<file path="src/rtl/iter_repeat_pkg.sv">
package iter_repeat_pkg;
  localparam int unsigned CNT_W_DEF = 13;
  localparam int unsigned IMM_W_DEF = 5;

  typedef enum logic [1:0] {
    ST_IDLE = 2'd0,
    ST_RUN  = 2'd1,
    ST_SUSP = 2'd2
  } rpt_state_e;
endpackage

</file>
<file path="src/rtl/iter_repeat_load.sv">
module iter_repeat_load #(
  parameter int unsigned CNT_W = 13,
  parameter int unsigned IMM_W = 5
) (
  input  logic             use_reg_i,
  input  logic [IMM_W-1:0] imm_i,
  input  logic [CNT_W-1:0] cnt_q_i,
  output logic [CNT_W-1:0] load_val_o
);
  logic [IMM_W-1:0] imm_m1;
  logic [CNT_W-1:0] imm_ext;

  // zero immediate means one execution
  assign imm_m1 = (imm_i == '0) ? '0 : imm_i - 1'b1;

  generate
    if (CNT_W > IMM_W) begin : g_ext
      assign imm_ext = {{(CNT_W-IMM_W){1'b0}}, imm_m1};
    end else begin : g_trunc
      assign imm_ext = imm_m1[CNT_W-1:0];
    end
  endgenerate

  assign load_val_o = use_reg_i ? cnt_q_i : imm_ext;
endmodule

</file>
<file path="src/rtl/iter_repeat_count.sv">
module iter_repeat_count #(
  parameter int unsigned CNT_W = 13
) (
  input  logic             clk_i,
  input  logic             rst_ni,
  input  logic             load_en_i,
  input  logic [CNT_W-1:0] load_val_i,
  input  logic             dec_en_i,
  input  logic             wr_en_i,
  input  logic [CNT_W-1:0] wr_data_i,
  output logic [CNT_W-1:0] cnt_q_o,
  output logic             cnt_zero_o
);
  always_ff @(posedge clk_i or negedge rst_ni) begin
    if (!rst_ni) begin
      cnt_q_o <= '0;
    end else if (load_en_i) begin
      cnt_q_o <= load_val_i;
    end else if (dec_en_i) begin
      cnt_q_o <= cnt_q_o - 1'b1;
    end else if (wr_en_i) begin
      cnt_q_o <= wr_data_i;
    end
  end

  assign cnt_zero_o = (cnt_q_o == '0);
endmodule

</file>
<file path="src/rtl/iter_repeat_fsm.sv">
module iter_repeat_fsm
  import iter_repeat_pkg::*;
(
  input  logic clk_i,
  input  logic rst_ni,
  input  logic start_i,
  input  logic iter_done_i,
  input  logic irq_enter_i,
  input  logic irq_return_i,
  input  logic cnt_zero_i,
  output logic start_acc_o,
  output logic dec_en_o,
  output logic again_o,
  output logic idle_o,
  output logic active_o,
  output logic susp_o
);
  rpt_state_e state_q, state_d;

  always_ff @(posedge clk_i or negedge rst_ni) begin
    if (!rst_ni) state_q <= ST_IDLE;
    else         state_q <= state_d;
  end

  always_comb begin
    state_d = state_q;
    unique case (state_q)
      ST_IDLE: if (start_i) state_d = ST_RUN;
      ST_RUN: begin
        if (iter_done_i && cnt_zero_i) state_d = ST_IDLE;
        else if (irq_enter_i)          state_d = ST_SUSP;
      end
      ST_SUSP: if (irq_return_i) state_d = ST_RUN;
      default: state_d = ST_IDLE;
    endcase
  end

  assign idle_o      = (state_q == ST_IDLE);
  assign susp_o      = (state_q == ST_SUSP);
  assign active_o    = !idle_o;
  assign start_acc_o = idle_o && start_i;
  assign dec_en_o    = (state_q == ST_RUN) && iter_done_i && !cnt_zero_i;
  assign again_o     = dec_en_o && !irq_enter_i;
endmodule

</file>
<file path="src/rtl/iter_repeat_unit.sv">
module iter_repeat_unit
  import iter_repeat_pkg::*;
#(
  parameter int unsigned CNT_W = CNT_W_DEF,
  parameter int unsigned IMM_W = IMM_W_DEF
) (
  input  logic             clk_i,
  input  logic             rst_ni,
  input  logic             start_i,
  input  logic             start_use_reg_i,
  input  logic [IMM_W-1:0] start_imm_i,
  input  logic             cnt_we_i,
  input  logic [CNT_W-1:0] cnt_wdata_i,
  input  logic             iter_done_i,
  input  logic             irq_enter_i,
  input  logic             irq_return_i,
  output logic             again_o,
  output logic             active_o,
  output logic [CNT_W-1:0] cnt_o
);
  logic             start_acc;
  logic             dec_en;
  logic             idle;
  logic             susp;
  logic             cnt_zero;
  logic             wr_en;
  logic [CNT_W-1:0] load_val;
  logic [CNT_W-1:0] cnt_q;

  iter_repeat_fsm u_fsm (
    .clk_i        (clk_i),
    .rst_ni       (rst_ni),
    .start_i      (start_i),
    .iter_done_i  (iter_done_i),
    .irq_enter_i  (irq_enter_i),
    .irq_return_i (irq_return_i),
    .cnt_zero_i   (cnt_zero),
    .start_acc_o  (start_acc),
    .dec_en_o     (dec_en),
    .again_o      (again_o),
    .idle_o       (idle),
    .active_o     (active_o),
    .susp_o       (susp)
  );

  iter_repeat_load #(.CNT_W(CNT_W), .IMM_W(IMM_W)) u_load (
    .use_reg_i  (start_use_reg_i),
    .imm_i      (start_imm_i),
    .cnt_q_i    (cnt_q),
    .load_val_o (load_val)
  );

  // software writes only land while no sequence owns the count
  assign wr_en = cnt_we_i && idle && !start_i;

  iter_repeat_count #(.CNT_W(CNT_W)) u_cnt (
    .clk_i      (clk_i),
    .rst_ni     (rst_ni),
    .load_en_i  (start_acc),
    .load_val_i (load_val),
    .dec_en_i   (dec_en),
    .wr_en_i    (wr_en),
    .wr_data_i  (cnt_wdata_i),
    .cnt_q_o    (cnt_q),
    .cnt_zero_o (cnt_zero)
  );

  assign cnt_o = cnt_q;
endmodule

</file>
<file path="config.mk">
export PLATFORM = sky130hd
export DESIGN_NAME = iter_repeat_unit
export DESIGN_NICKNAME = d
export VERILOG_FILES = /design/src/rtl/iter_repeat_pkg.sv /design/src/rtl/iter_repeat_load.sv /design/src/rtl/iter_repeat_count.sv /design/src/rtl/iter_repeat_fsm.sv /design/src/rtl/iter_repeat_unit.sv
export SDC_FILE = /design/constraint.sdc
export NUM_CORES = 1
export LEC_CHECK = 0
export ABC_AREA = 1
export ABC_CLOCK_PERIOD_IN_PS = 1700
export BUFFER_PORTS_ARGS = -buffer_cell sky130_fd_sc_hd__buf_2
export CAP_MARGIN = 10
export CORE_AREA = 5 5 60 62
export DETAILED_ROUTE_END_ITERATION = 6
export DIE_AREA = 0 0 65 67
export HOLD_SLACK_MARGIN = 0.03
export PLACE_DENSITY = 0.77
export SYNTH_ARGS = -nofsm -noshare
export SYNTH_HDL_FRONTEND = slang
export SYNTH_SLANG_ARGS = --single-unit
</file>
<file path="constraint.sdc">
create_clock -name clk_i -period 1.7 [get_ports clk_i]
set_clock_uncertainty 0.2 [all_clocks]
set_input_delay 0.34 -clock clk_i [delete_from_list [all_inputs] [get_ports clk_i]]
set_output_delay 0.34 -clock clk_i [all_outputs]
set_load 0.05 [all_outputs]
</file>
==> results.md, run 1 <==
- Status: finished with violations
- Failing checks: negative setup slack
- Non-Filler Instances: 312
- Core area: 2980 µm²
- Post-route ant nets: 0
- Startpoint types: flop
- Final Hold Fails: 0
- FP Rows: 20
- Worst hold slack: 0.0641 ns
- Pleak: 1.12 nW
- Top FF cell, synth: dfrtp_1
- Placed cell area: 1800 µm²
- Final setup fails: 17
- Highest metal used: met4
- Final #Nets: 310
- Place WS: -0.0675 ns
- Pin count of the biggest net entering global routing: 16
- Setup CP Type: reg -> out
- Drt first-iter violations: 53
- Routed len/inst: 12.7 µm
- Grt ovf: 0
- Max clock buf depth: 2
- Initial Util: 43.8%
- DIE HEIGHT: 67 µm
- Initial antenna violation count: 0
- Wirelength, routed: 3950 µm
- Crit path capture type: primary output
- Most frequent cells in the layout: 50 x nand2_1, 37 x buf_2, 34 x buf_4
- Max IR drop VDD: 0.898 mV
- Total Power: 4.23 mW
- Avg Cell Area, Syn: 6.69 µm²
- Routed wl met3: 201 µm
- Slew HR: 75.7%
- FF-to-FF path depth: 12
- CP Data Required Time: 1.16 ns
- Setup_tns: -2.82 ns
- DRC viols: 0
- Die W: 65 µm
- Global-route wire length before repair: 6070 µm
- Yosys cell types: 30
- Routed via count: 1,528
- Routed vias/inst: 4.90
- # diodes: 0
- WL met1: 1560 µm
- Syn Inst Count: 195
- CTS HTree Levels: 1
- Sink Count: 15
- Final instance area: 2070 µm²
- Tightest Pin Transition: 0.365 ns
- Vias in the first global route: 1,473
- TritonCTS clock tree: yes
- Fill cells: 247
- FF+latch count, synth: 15
- Io pins: 41
- WP data arrival: 1.45 ns
- Part of the cycle the worst path needs: 117%
- P per Cell Area: 2040 nW/µm²
- Post-synthesis sequential area ratio: 28.8%
- Layout area overhead: 58.9%
- Synthesized area: 1300 µm²
- Die area: 4360 µm²
- Most common cell after layout, fill and taps aside: nand2_1
- Unrepaired setup endpoints after global routing: yes
- Routability cong.: 0.854
- Clk_lat worst skew: 0.30 ns
- Min-Delay Path Depth: 2
- FFs w/ async S/R, synth: 100%
- Hpwl dp: 2760 µm
- Reg clk slew, reported paths: 0.10 ns
- Final Critical Period: 1.99 ns
- CTS buffer count: 3
- Syn_nets: 225
- Final Max Tran Viols: 0
- Fraction of layout cells with a size suffix above 1: 48.0%
- Port buffer count: 40
- Synthesis Warnings: 0
- Achievable frequency: 502 MHz
- DRT Pass-1 Iters: 4
- Root buffer cell: clkbuf_4
- Tot GR Track Use: 17.8%
- Maximum Capacitance Violations: 0
- Number of synthesized flops with an enable pin: 0
- Core Util, Final: 69.6%
- Placed cells: 295
- Crit Path Max Fanout: 3
- Worst Hold Class: in -> reg
- Final worst slack: -0.291 ns
- Met2 Wirelength: 2100 µm
Yosys cell counts, types with 2 or more instances:
library cell	count	area, µm²
buf_4	2	15.0
nand3b_1	2	15.0
o21ai_0	7	35.0
dfrtp_1	15	375
nand2_4	2	22.5
a21oi_1	2	10.0
nor2_4	2	22.5
inv_2	2	7.51
inv_1	24	90.1
xnor2_1	4	35.0
nand2_1	58	218
o21ai_1	2	10.0
xor2_1	5	43.8
nor2_2	3	18.8
nor2_1	24	90.1
o21a_1	2	15.0
nand2_2	2	12.5
ha_1	4	50.1
nand3_1	22	110
final cells by class:
type,count,area [µm²],area share [%]
inverters,26,115,5.56
clock buffers,4,26.3,1.27
well taps,33,41.3,1.99
multi-input cells,151,917,44.3
flip-flops and latches,15,390,18.8
repair buffers,83,582,28.1
worst max-delay path: stages, from the launching register on:
cell and delay, ns:
dfrtp_2 0.44, inv_4 0.08, ha_4 0.13, nand2_4 0.05, nor2_4 0.11, nand2_4 0.09
nand2_8 0.07, nor2_4 0.03, buf_6 0.14
per-layer routing:
metal  GRT usage (%)  up-vias
met5               0        -
met4            10.0        0
met3            2.70       10
met2            32.1       43
met1            20.0      692
li1                -      783
cell families (layout without fill, tap and decap cells):
logic type                 after synthesis  in the layout  share of synthesized area [%]
DFF                                     15             15                           28.8
adders and majority gates                4              4                           3.84
AOI/OAI and AO/OA                       17             17                           7.77
buffers and inverters                   29            113                           9.50
xor gates and xnor gates                 9              9                           6.05
and+or+nand+nor                        121            121                           44.1
registers in the layout, indices dropped and copies added, names as in the netlist:
register,cells
u_cnt.cnt_q_o,13
u_fsm.state_q,2
final timing paths:
path                                        start                end  slack [ns]
worst max-delay path             u_cnt.cnt_q_o[0]            again_o       -0.29
worst min-delay path                  irq_enter_i   u_fsm.state_q[0]        0.06
worst max register to register   u_cnt.cnt_q_o[0]   u_cnt.cnt_q_o[1]       -0.23
worst min register to register  u_cnt.cnt_q_o[10]  u_cnt.cnt_q_o[10]        0.42
max in group asynchronous                  rst_ni   u_cnt.cnt_q_o[3]        0.74
min in group asynchronous                  rst_ni  u_cnt.cnt_q_o[11]        0.27
power breakdown:
| group | internal [mW] | total, mW | leakage [nW] | switching, mW |
|---|---|---|---|---|
| sequential | 0.559 | 0.721 | 0.170 | 0.163 |
| combinational | 1.38 | 3.29 | 0.934 | 1.91 |
| clock | 0.0917 | 0.227 | 0.0150 | 0.135 |
repair_timing:
| action | CTS | global route |
|---|---|---|
| endpoints found under the setup margin | 16 | 18 |
| gates resized for setup | 10 | 34 |
| pin swaps | 11 | 9 |
| hold buffers | 2 | 0 |
| buffers inserted | 11 | 4 |
| hold endpoints to repair | 16 | 0 |
Note: power is estimated with default switching activity, not from simulation.
==> run 2, diff against run 1 <==
MAX_ROUTING_LAYER = met4   (was default)
==> run 2 against run 1 <==
Effect of this change: the flow still finishes with violations (negative setup slack); worst hold slack gained 0.00098 ns; die area is the same; routed wire length grew 1.7%; combinational power is essentially flat; largest power group unchanged; clock power is essentially flat; design area grew 0.30%; critical endpoint unchanged; flip-flop and latch count is the same; fmax shrank 0.21%; sequential power is essentially flat; non-clock buffer count is the same; register-to-register slack lost 0.04 ns; clock-buffer cell count is the same.
==> results.md, run 2 (synthesized netlist as in run 1, its figures left out) <==
- Max clock buf depth: 2 (unchanged)
- Post-route ant nets: 0 (unchanged)
- Io pins: 41 (unchanged)
- CP Data Required Time: 1.16 ns (about the same)
- Hpwl dp: 2760 µm (unchanged)
- Drt first-iter violations: 80 (+51%)
- Grt ovf: 0 (unchanged)
- DIE HEIGHT: 67 µm (unchanged)
- Crit Path Max Fanout: 3 (unchanged)
- Final Max Tran Viols: 0 (unchanged)
- Placed cells: 295 (unchanged)
- FF-to-FF path depth: 12 (unchanged)
- R2R Path End: u_cnt.cnt_q_o[1]
- Failing checks: negative setup slack
- Psw: 2.23 mW (+1.3%)
- Sink Count: 15 (unchanged)
- Core Util, Final: 69.8% (+0.21 points)
- Met2 GRT Util: 32.1% (unchanged)
- Layout area overhead: 59.4%
- Switching share of power: 52.3% (+0.25 points)
- Comb power frac: 77.8% (+0.2 points)
- Pleak: 1.12 nW (+0.32%)
- RR Startpoint: u_cnt.cnt_q_o[0]
- Tot GR Track Use: 18.4% (+0.58 points)
- Hold Path End: u_fsm.state_q[0]
- Tightest Pin Transition: 0.361 ns (-0.00422 ns)
- Achievable frequency: 501 MHz (-0.21%)
- Reg clk slew, reported paths: 0.10 ns (about the same)
- Area of the multi-input gates: 917 µm² (unchanged)
- Worst Hold Class: in -> reg
- Wirelength, routed: 4020 µm (+1.7%)
- CP peak stage delay: 0.44 ns (about the same)
- Core area: 2980 µm² (unchanged)
- Unrepaired setup endpoints after global routing: yes
- Min-Delay Path Depth: 2 (unchanged)
- Crit path capture type: primary output
- Final Critical Period: 1.99 ns (+0.00412 ns)
- FP Rows: 20 (unchanged)
- Place WS: -0.0675 ns (unchanged)
- # diodes: 0 (unchanged)
- Root buffer cell: clkbuf_4
- Most common cell after layout, fill and taps aside: nand2_1
- Maximum Capacitance Violations: 0 (unchanged)
- Final instance area: 2080 µm² (+0.30%)
- Final setup fails: 17 (unchanged)
- Status: finished with violations
- Routed vias/inst: 4.94 (+0.85%)
- Startpoint types: flop
- Clk_lat worst skew: 0.30 ns (about the same)
- Placed cell area: 1800 µm² (unchanged)
- Part of the cycle the worst path needs: 117% (+0.24 points)
- DRC viols: 0 (unchanged)
- WP data arrival: 1.45 ns (about the same)
- CTS HTree Levels: 1 (unchanged)
- CTS buffer count: 3 (unchanged)
- Port buffer count: 40 (unchanged)
- Fill cells: 246 (-0.40%)
- Routed via count: 1,546 (+1.2%)
- Pin count of the biggest net entering global routing: 16 (unchanged)
- Clock Power Share: 5.3% (about the same)
- Largest register FFs: 13 (unchanged)
- Final worst slack: -0.295 ns (-0.00412 ns)
- DRT Pass-1 Iters: 7 (+3)
- Most flops, register: u_cnt.cnt_q_o
- Fraction of layout cells with a size suffix above 1: 48.2% (+0.19 points)
- Routability cong.: 0.868 (+1.6%)
- Setup CP Type: reg -> out
- Sequential power share: 17.0% (about the same)
- Initial antenna violation count: 0 (unchanged)
- Die area: 4360 µm² (unchanged)
- Global-route wire length before repair: 6090 µm (+0.33%)
- Initial Util: 43.8% (unchanged)
- P per Cell Area: 2050 nW/µm² (+0.47%)
- Routed len/inst: 12.8 µm (+1.4%)
- Crit path cell chain: inv_4 -> ha_4 -> nand2_4 -> nor2_4 -> nand2_4 -> nand2_8 -> nor2_4 -> buf_6
- Non-Filler Instances: 313 (+0.32%)
- Final Hold Fails: 0 (unchanged)
- Biggest regs: u_cnt.cnt_q_o (13), u_fsm.state_q (2)
- Met3 Use GR: 3.04% (+0.34 points)
- Max IR drop VDD: 0.899 mV (+0.19%)
- Most frequent cells in the layout: 50 x nand2_1, 37 x buf_2, 34 x buf_4
- Setup slack, reg-to-reg: -0.27 ns (-0.04 ns)
- TritonCTS clock tree: yes
- Cell internal pwr: 2.04 mW (+0.24%)
- Slew HR: 76.0% (+0.28 points)
- Hold Path Origin: irq_enter_i
- Final #Nets: 311 (+0.32%)
- Total Power: 4.27 mW (+0.77%)
- CP max stage cell: dfrtp_2
- Flip-flop and latch area: 390 µm² (unchanged)
- Die W: 65 µm (unchanged)
- Vias in the first global route: 1,469 (-0.27%)
- Met1 Track Usage GR: 20.1% (+0.10 points)
- Layer with the highest usage: met2
==> run 2: worst max-delay path: cells and delay by family (launching register included) <==
| family | cells | cell delay, ns |
|---|---|---|
| fa+ha+maj | 1 | 0.13 |
| buf+inv | 2 | 0.22 |
| flops | 1 | 0.44 |
| simple gates | 5 | 0.35 |
==> run 2: how the worst max path moves through the flow <==
stage                      from       to  slack, ns
2_1_floorplan  u_cnt.cnt_q_o[0]  again_o      -0.31
3_3_place_gp   u_fsm.state_q[1]  again_o      -0.03
3_5_place_dp   u_cnt.cnt_q_o[9]  again_o      -0.07
4_1_cts        u_cnt.cnt_q_o[8]  again_o      -0.27
5_1_grt        u_cnt.cnt_q_o[1]  again_o      -0.37
6_report       u_cnt.cnt_q_o[0]  again_o      -0.29
==> run 2: power by group through the flow <==
stage | combinational (mW) | clock (mW) | sequential (mW)
4_1_cts | 2.95 | 0.227 | 0.696
2_1_floorplan | 1.23 | 0 | 1.29
5_1_grt | 3.56 | 0.250 | 0.745
3_3_place_gp | 2.65 | 0 | 0.693
3_5_place_dp | 2.71 | 0 | 0.701
6_report | 3.32 | 0.225 | 0.724
==> run 2: timing repair <==
action / in CTS / in global routing
gates cloned: 0 / 1
setup buffers: 11 / 4
pin swaps: 11 / 9
hold buffers: 2 / 0
resized for setup: 10 / 34
endpoints found under the hold margin: 16 / 0
setup endpoints to repair: 16 / 18
==> run 2: metal layers <==
metal  vias up  share of wire, %
met1       694                40
met2        52                53
met5         -                 0
li1        787                 -
met4         0               2.5
met3        13               5.1
==> run 2: cell type report <==
type,count,area share [%]
clock buffers,4,1.26
inverters,26,5.54
repair inverters,1,0.301
repair buffers,83,28.0
flip-flops and latches,15,18.8
well taps,33,1.99
multi-input cells,151,44.1
==> run 2: per-stage QoR <==
| step | TNS [ns] | hold slack [ns] |
|---|---|---|
| final | -3.16 | 0.0651 |
| after global placement | -0.0862 | 0.0701 |
| after global routing | -4.69 | 0.0801 |
| after CTS | -1.85 | 0.0660 |
| after floorplan | -1.10 | -0.156 |
| after detailed placement | -0.473 | 0.0754 |
